==> src/rtl/tam_pkg.sv <==
package tam_pkg;

    localparam int TAM_FIELD_W   = 8;
    localparam int TAM_NIB_W     = TAM_FIELD_W / 2;
    localparam int TAM_NUM_FIELD = 3;
    localparam int TAM_HOUR_IDX  = TAM_NUM_FIELD - 1;
    localparam int TAM_HALF_DAY  = 12;

    typedef logic [TAM_FIELD_W-1:0] tam_field_t;

    typedef enum logic [0:0] {
        ST_ARMED   = 1'b0,
        ST_LATCHED = 1'b1
    } tam_state_e;

    // Top two bits both set: field accepts any value.
    function automatic logic tam_is_wild(input tam_field_t raw);
        return &raw[TAM_FIELD_W-1:TAM_FIELD_W-2];
    endfunction

    // BCD or binary byte to a plain number.
    function automatic tam_field_t tam_decode(input tam_field_t raw, input logic bin_mode);
        tam_field_t tens;
        tam_field_t ones;
        tens = tam_field_t'(raw[TAM_FIELD_W-1:TAM_NIB_W]);
        ones = tam_field_t'(raw[TAM_NIB_W-1:0]);
        if (bin_mode) begin
            return raw;
        end
        return tens * tam_field_t'(10) + ones;
    endfunction

    // Field value on a common scale; hours in 12-hour mode fold onto 0..23.
    function automatic tam_field_t tam_norm(input tam_field_t raw, input logic bin_mode,
                                            input logic h24_mode, input logic is_hour);
        tam_field_t body;
        tam_field_t base;
        if (!is_hour || h24_mode) begin
            return tam_decode(raw, bin_mode);
        end
        body = {1'b0, raw[TAM_FIELD_W-2:0]};
        base = tam_decode(body, bin_mode) % tam_field_t'(TAM_HALF_DAY);
        return raw[TAM_FIELD_W-1] ? base + tam_field_t'(TAM_HALF_DAY) : base;
    endfunction

endpackage

==> src/rtl/tam_field_cmp.sv <==
module tam_field_cmp
    import tam_pkg::*;
#(
    parameter bit IS_HOUR = 1'b0
) (
    input  tam_field_t cur_raw,
    input  tam_field_t alm_raw,
    input  logic       bin_mode,
    input  logic       h24_mode,
    output logic       field_ok
);

    tam_field_t cur_val;
    tam_field_t alm_val;
    logic       alm_wild;

    always_comb begin
        cur_val  = tam_norm(cur_raw, bin_mode, h24_mode, IS_HOUR);
        alm_val  = tam_norm(alm_raw, bin_mode, h24_mode, IS_HOUR);
        alm_wild = tam_is_wild(alm_raw);
        field_ok = alm_wild || (cur_val == alm_val);
    end

endmodule

==> src/rtl/tam_match_fsm.sv <==
module tam_match_fsm
    import tam_pkg::*;
(
    input  logic clk,
    input  logic rst_n,
    input  logic upd_stb,
    input  logic hit,
    input  logic flag_clr,
    input  logic alarm_int_en,
    output logic alarm_hit_flag,
    output logic alarm_irq
);

    tam_state_e state_q;
    tam_state_e state_d;
    logic       take;
    logic       fresh;

    assign take = upd_stb && hit;

    // Next-state selection: SET, ACK, REARM, HOLD.
    always_comb begin
        state_d = state_q;
        fresh   = 1'b0;
        unique case (state_q)
            ST_ARMED: begin
                if (take) begin
                    state_d = ST_LATCHED;           // SET
                    fresh   = 1'b1;
                end
            end
            ST_LATCHED: begin
                if (flag_clr && take) begin
                    state_d = ST_LATCHED;           // REARM
                    fresh   = 1'b1;
                end else if (flag_clr) begin
                    state_d = ST_ARMED;             // ACK
                end
            end
            default: state_d = ST_ARMED;
        endcase
    end

    // State register
    always_ff @(posedge clk) begin
        if (!rst_n) begin
            state_q <= ST_ARMED;
        end else begin
            state_q <= state_d;
        end
    end

    // Output register
    always_ff @(posedge clk) begin
        if (!rst_n) begin
            alarm_irq <= 1'b0;
        end else begin
            alarm_irq <= fresh && alarm_int_en;
        end
    end

    assign alarm_hit_flag = (state_q == ST_LATCHED);

    assert_sticky_R7: assert property (@(posedge clk) disable iff (!rst_n)
        (alarm_hit_flag && !flag_clr) |=> alarm_hit_flag);

    assert_ack_clears_R11: assert property (@(posedge clk) disable iff (!rst_n)
        (flag_clr && !(upd_stb && hit)) |=> !alarm_hit_flag);

    assert_set_needs_strobe_R9: assert property (@(posedge clk) disable iff (!rst_n)
        $rose(alarm_hit_flag) |-> $past(upd_stb && hit));

    assert_irq_needs_enable_R8: assert property (@(posedge clk) disable iff (!rst_n)
        alarm_irq |-> $past(alarm_int_en && upd_stb && hit));

    assert_irq_with_flag_R8: assert property (@(posedge clk) disable iff (!rst_n)
        alarm_irq |-> alarm_hit_flag);

    assert_collision_keeps_R10: assert property (@(posedge clk) disable iff (!rst_n)
        (flag_clr && upd_stb && hit) |=> alarm_hit_flag);

endmodule

==> src/rtl/tod_alarm_match.sv <==
module tod_alarm_match
    import tam_pkg::*;
(
    input  logic                   clk,
    input  logic                   rst_n,
    input  logic                   upd_stb,
    input  logic                   flag_clr,
    input  logic                   alarm_int_en,
    input  logic                   bin_mode,
    input  logic                   h24_mode,
    input  logic [TAM_FIELD_W-1:0] cur_sec,
    input  logic [TAM_FIELD_W-1:0] cur_min,
    input  logic [TAM_FIELD_W-1:0] cur_hour,
    input  logic [TAM_FIELD_W-1:0] alm_sec,
    input  logic [TAM_FIELD_W-1:0] alm_min,
    input  logic [TAM_FIELD_W-1:0] alm_hour,
    output logic                   alarm_hit_flag,
    output logic                   alarm_irq
);

    tam_field_t               cur_f [TAM_NUM_FIELD];
    tam_field_t               alm_f [TAM_NUM_FIELD];
    logic [TAM_NUM_FIELD-1:0] field_ok;
    logic                     hit;

    assign cur_f[0] = cur_sec;
    assign cur_f[1] = cur_min;
    assign cur_f[2] = cur_hour;
    assign alm_f[0] = alm_sec;
    assign alm_f[1] = alm_min;
    assign alm_f[2] = alm_hour;

    for (genvar g = 0; g < TAM_NUM_FIELD; g++) begin : g_field
        tam_field_cmp #(
            .IS_HOUR(g == TAM_HOUR_IDX)
        ) i_cmp (
            .cur_raw (cur_f[g]),
            .alm_raw (alm_f[g]),
            .bin_mode(bin_mode),
            .h24_mode(h24_mode),
            .field_ok(field_ok[g])
        );
    end

    assign hit = &field_ok;

    tam_match_fsm i_fsm (
        .clk           (clk),
        .rst_n         (rst_n),
        .upd_stb       (upd_stb),
        .hit           (hit),
        .flag_clr      (flag_clr),
        .alarm_int_en  (alarm_int_en),
        .alarm_hit_flag(alarm_hit_flag),
        .alarm_irq     (alarm_irq)
    );

endmodule

==> config.mk <==
export PLATFORM = sky130hd
export DESIGN_NAME = tod_alarm_match
export DESIGN_NICKNAME = d
export VERILOG_FILES = /design/src/rtl/tam_pkg.sv /design/src/rtl/tam_field_cmp.sv /design/src/rtl/tam_match_fsm.sv /design/src/rtl/tod_alarm_match.sv
export SDC_FILE = /design/constraint.sdc
export NUM_CORES = 1
export LEC_CHECK = 0
export BUFFER_PORTS_ARGS = -buffer_cell sky130_fd_sc_hd__buf_2
export CAP_MARGIN = 5
export CORE_MARGIN = 1
export CORE_UTILIZATION = 42
export CTS_BUF_LIST = sky130_fd_sc_hd__clkbuf_4
export DETAILED_ROUTE_END_ITERATION = 8
export GPL_TIMING_DRIVEN = 0
export SLEW_MARGIN = 5
export SYNTH_ARGS = -nofsm -noshare
export SYNTH_HDL_FRONTEND = slang
export SYNTH_SLANG_ARGS = --single-unit
==> constraint.sdc <==
create_clock -name clk -period 8.7 [get_ports clk]
set_clock_uncertainty 0.1 [all_clocks]
set_input_delay 0.87 -clock clk [delete_from_list [all_inputs] [get_ports clk]]
set_output_delay 0.87 -clock clk [all_outputs]
set_load 0.01 [all_outputs]
==> summary.txt <==
Run status
  – Status: completed

Yosys
  – Ys async rst share: 0
  – Mapped cell area: 3170 sq um
  – Synth Flop Type: dfxtp_1
  – Synth Area in XOR/XNOR: 0.229
  – Adder-Cell Fraction of Synth Area: 0.265
  – Post-synthesis sequential area ratio: 0.0126
  – Synth Area in Compound Gates: 0.226
  – Number of library cell types mapped by synthesis: 66
  – Post-synth EDFFs: 0
  – Synthesized Nets: 510
  – #FFs+latches synth: 2
  – Mux share of post-synthesis cell area: 0.0406
  – Mapped Cells: 395
  – Simple-gate share of the synthesized area: 0.185
  – Mean post-synth cell area: 8.03 sq um
  – Largest family of logic cells by synthesized area: adder cells
  – Yosys warns: 0

STA
  – # setup viols final: 0
  – Actual slew at the worst max-slew pin: 758 ps
  – Rel. slew slack: 0.488
  – Hold Vio Cnt, Final: 0
  – Min Hold Slack: 384 ps
  – Fmax: 202 MHz
  – Final TNS setup: 0 ps
  – Final slew viol count: 0
  – Fin crit share: 0.568
  – Post-layout min period: 4940 ps
  – RSZ-0062 raised after global routing: false

Clock network
  – Clock sinks: 2
  – Cts bufs inserted: 3
  – H-tree depth: 1
  – Hold Buf Count CTS: 0
  – TritonCTS clock tree: done
  – Worst-path clk slew: 30 ps
  – Clk buf depth: 2
  – Post-CTS Resized: 0
  – Root buffer cell: clkbuf_4
  – Clk Latency, worst-skew pair: 220 ps
  – Post-CTS setup buffer count: 0

Final layout
  – Commonest cells after routing, fill and taps aside: buf_2 (59), xnor2_1 (57), ha_1 (48)
  – Area of the multi-input gates: 3000 sq um
  – Fin util: 0.493
  – Fill cells: 795
  – Most common cell after layout, fill and taps aside: buf_2
  – Area grow syn2layout: 13.3%
  – Net count reported at finish: 570
  – Share of cells above drive strength 1: 0.172
  – Antenna cell count: 0
  – Seq. cell area: 40.0 sq um

GRT
  – Vias in the first global route: 3001
  – Global router's overall resource usage: 0.208
  – Pin count of the biggest net entering global routing: 11
  – First-pass GRT wire length: 13400 microns
  – Total gr overflow: 0
  – Initial antenna violation count: 0

Power and ir drop
  – Peak VDD IR: 0.0567 mV
  – Switching part of the total: 0.496
  – Sequential power share: 0.028
  – Internal: 0.000167 W
  – Combinational fraction of design power: 0.911
  – Share of total power in the clock network: 0.061
  – Total Power: 0.000331 W
  – P_sw: 0.000164 W
  – Leakage power: 1.55 nW
  – P per Cell Area: 92.0 nW/um^2

Floorplanning
  – Cell row count: 31
  – Die Ht: 88.9 microns
  – Core area: 7290 sq um
  – Die width: 88.9 microns
  – Starting Density: 0.435
  – Die Area: 7900 sq um
  – # IOs: 57

Detailed routing
  – Initial drt markers: 178
  – Via count: 3047
  – Drt first pass iters: 4
  – Wire length per cell: 14.1 microns
  – Antenna Violating Nets Remaining: 0
  – Drt via density: 5.52
  – DRC Markers: 0
  – Routed Wire Length: 7760 microns

Setup path
  – Worst setup EP type: flip-flop
  – Worst setup startpoint: alm_hour[6]
  – RR Endpoint: i_fsm.alarm_irq$_SDFF_PN0_
  – FF-to-FF setup slack: 7910 ps
  – Worst Path Required: 8760 ps
  – Reg2reg start: i_fsm.alarm_hit_flag$_SDFF_PN0_
  – Setup Crit Path Kind: input port to flip-flop
  – Worst Path Max Fanout: 9
  – CP arrival: 5000 ps
  – CP startpoint kind: input port
  – CP Capture Point: i_fsm.alarm_irq$_SDFF_PN0_
  – R2R depth: 3

Placement
  – Port buffer count: 55
  – Detailed placement HPWL: 6640 microns
  – RD Place Congestion: 0.820

Min path
  – HP Class: flip-flop to flip-flop

Job
  – Max Cap Violations: 0
## worst max-delay path, cell delays in order
cell and delay, ps:
buf_2 210, ha_1 280, ha_1 260, clkbuf_1 180, a2111oi_0 470, a211oi_1 130
o21a_1 130, clkbuf_1 190, a211oi_1 250, o21ai_0 130, a211oi_2 310, inv_1 80
ha_1 200, nand2b_1 150, xnor2_1 140, nor3_1 220, nand2b_1 80, mux2_2 260
a221o_1 350, nor2_1 100
## per-layer routing
| metal | global-route usage | part of all wire | vias up |
|---|---|---|---|
| li1 | - | - | 1570 |
| met1 | 0.273 | 0.48 | 1420 |
| met2 | 0.379 | 0.48 | 50 |
| met3 | 0.0102 | 0.026 | 7 |
| met4 | 0.0440 | 0.0099 | 0 |
| met5 | 0 | 0 | - |
## kinds of logic (layout without fill, tap and decap cells)
group	after synthesis	in the layout
and+or+nand+nor	108	108
AOI/OAI and AO/OA	97	97
buffers and inverters	33	91
adders and majority gates	60	60
muxes	12	12
DFF	2	2
xor gates and xnor gates	83	83
## cells in the mapped netlist, types with 9 or more instances
cell type | instances | share of area
nand3_1 | 9 | 0.014
nor2_1 | 15 | 0.018
inv_1 | 19 | 0.022
fa_1 | 12 | 0.076
xnor2_1 | 57 | 0.16
xor2_1 | 26 | 0.072
nand2_1 | 27 | 0.032
nor3_1 | 11 | 0.017
a21oi_1 | 18 | 0.028
ha_1 | 48 | 0.19
a211oi_1 | 11 | 0.026
o21ai_0 | 11 | 0.017
## registers in the layout, indices dropped and copies added, names as in the netlist
register,count
i_fsm.alarm_hit_flag,1
i_fsm.alarm_irq,1
## cell type report
type / instances / share of cell area
repair buffers: 55 / 0.0766
inverters: 19 / 0.0198
flip-flops and latches: 2 / 0.0111
multi-input cells: 360 / 0.835
well taps: 99 / 0.0345
clock buffers: 3 / 0.00627
plain buffers: 14 / 0.0171
## through the flow
step	area, sq um	std cells	setup slack [ps]
finish	3590	552	3760
global route	3590	552	3210
CTS	3590	552	3780
detailed placement	3570	549	3570
global placement	3570	549	3600
floorplan	3170	395	4220
## worst min path at each step
stage	start	end	slack (ps)	cells after the start
5_1_grt	i_fsm.alarm_hit_flag$_SDFF_PN0_	i_fsm.alarm_hit_flag$_SDFF_PN0_	420	2
2_1_floorplan	i_fsm.alarm_hit_flag$_SDFF_PN0_	i_fsm.alarm_hit_flag$_SDFF_PN0_	400	2
3_3_place_gp	i_fsm.alarm_hit_flag$_SDFF_PN0_	i_fsm.alarm_hit_flag$_SDFF_PN0_	380	2
6_report	i_fsm.alarm_hit_flag$_SDFF_PN0_	i_fsm.alarm_hit_flag$_SDFF_PN0_	380	2
4_1_cts	i_fsm.alarm_hit_flag$_SDFF_PN0_	i_fsm.alarm_hit_flag$_SDFF_PN0_	380	2
3_5_place_dp	i_fsm.alarm_hit_flag$_SDFF_PN0_	i_fsm.alarm_hit_flag$_SDFF_PN0_	380	2
## power groups by stage
stage | logic (W) | clock network [W] | registers (W)
after global routing | 0.000338 | 0.0000213 | 0.00000933
after global placement | 0.000294 | 0 | 0.00000944
after CTS | 0.000303 | 0.0000212 | 0.00000933
after detailed placement | 0.000301 | 0 | 0.00000944
after floorplan | 0.000234 | 0 | 0.00000946
final | 0.000301 | 0.0000200 | 0.00000933
Note: power is estimated with default switching activity, not from simulation.
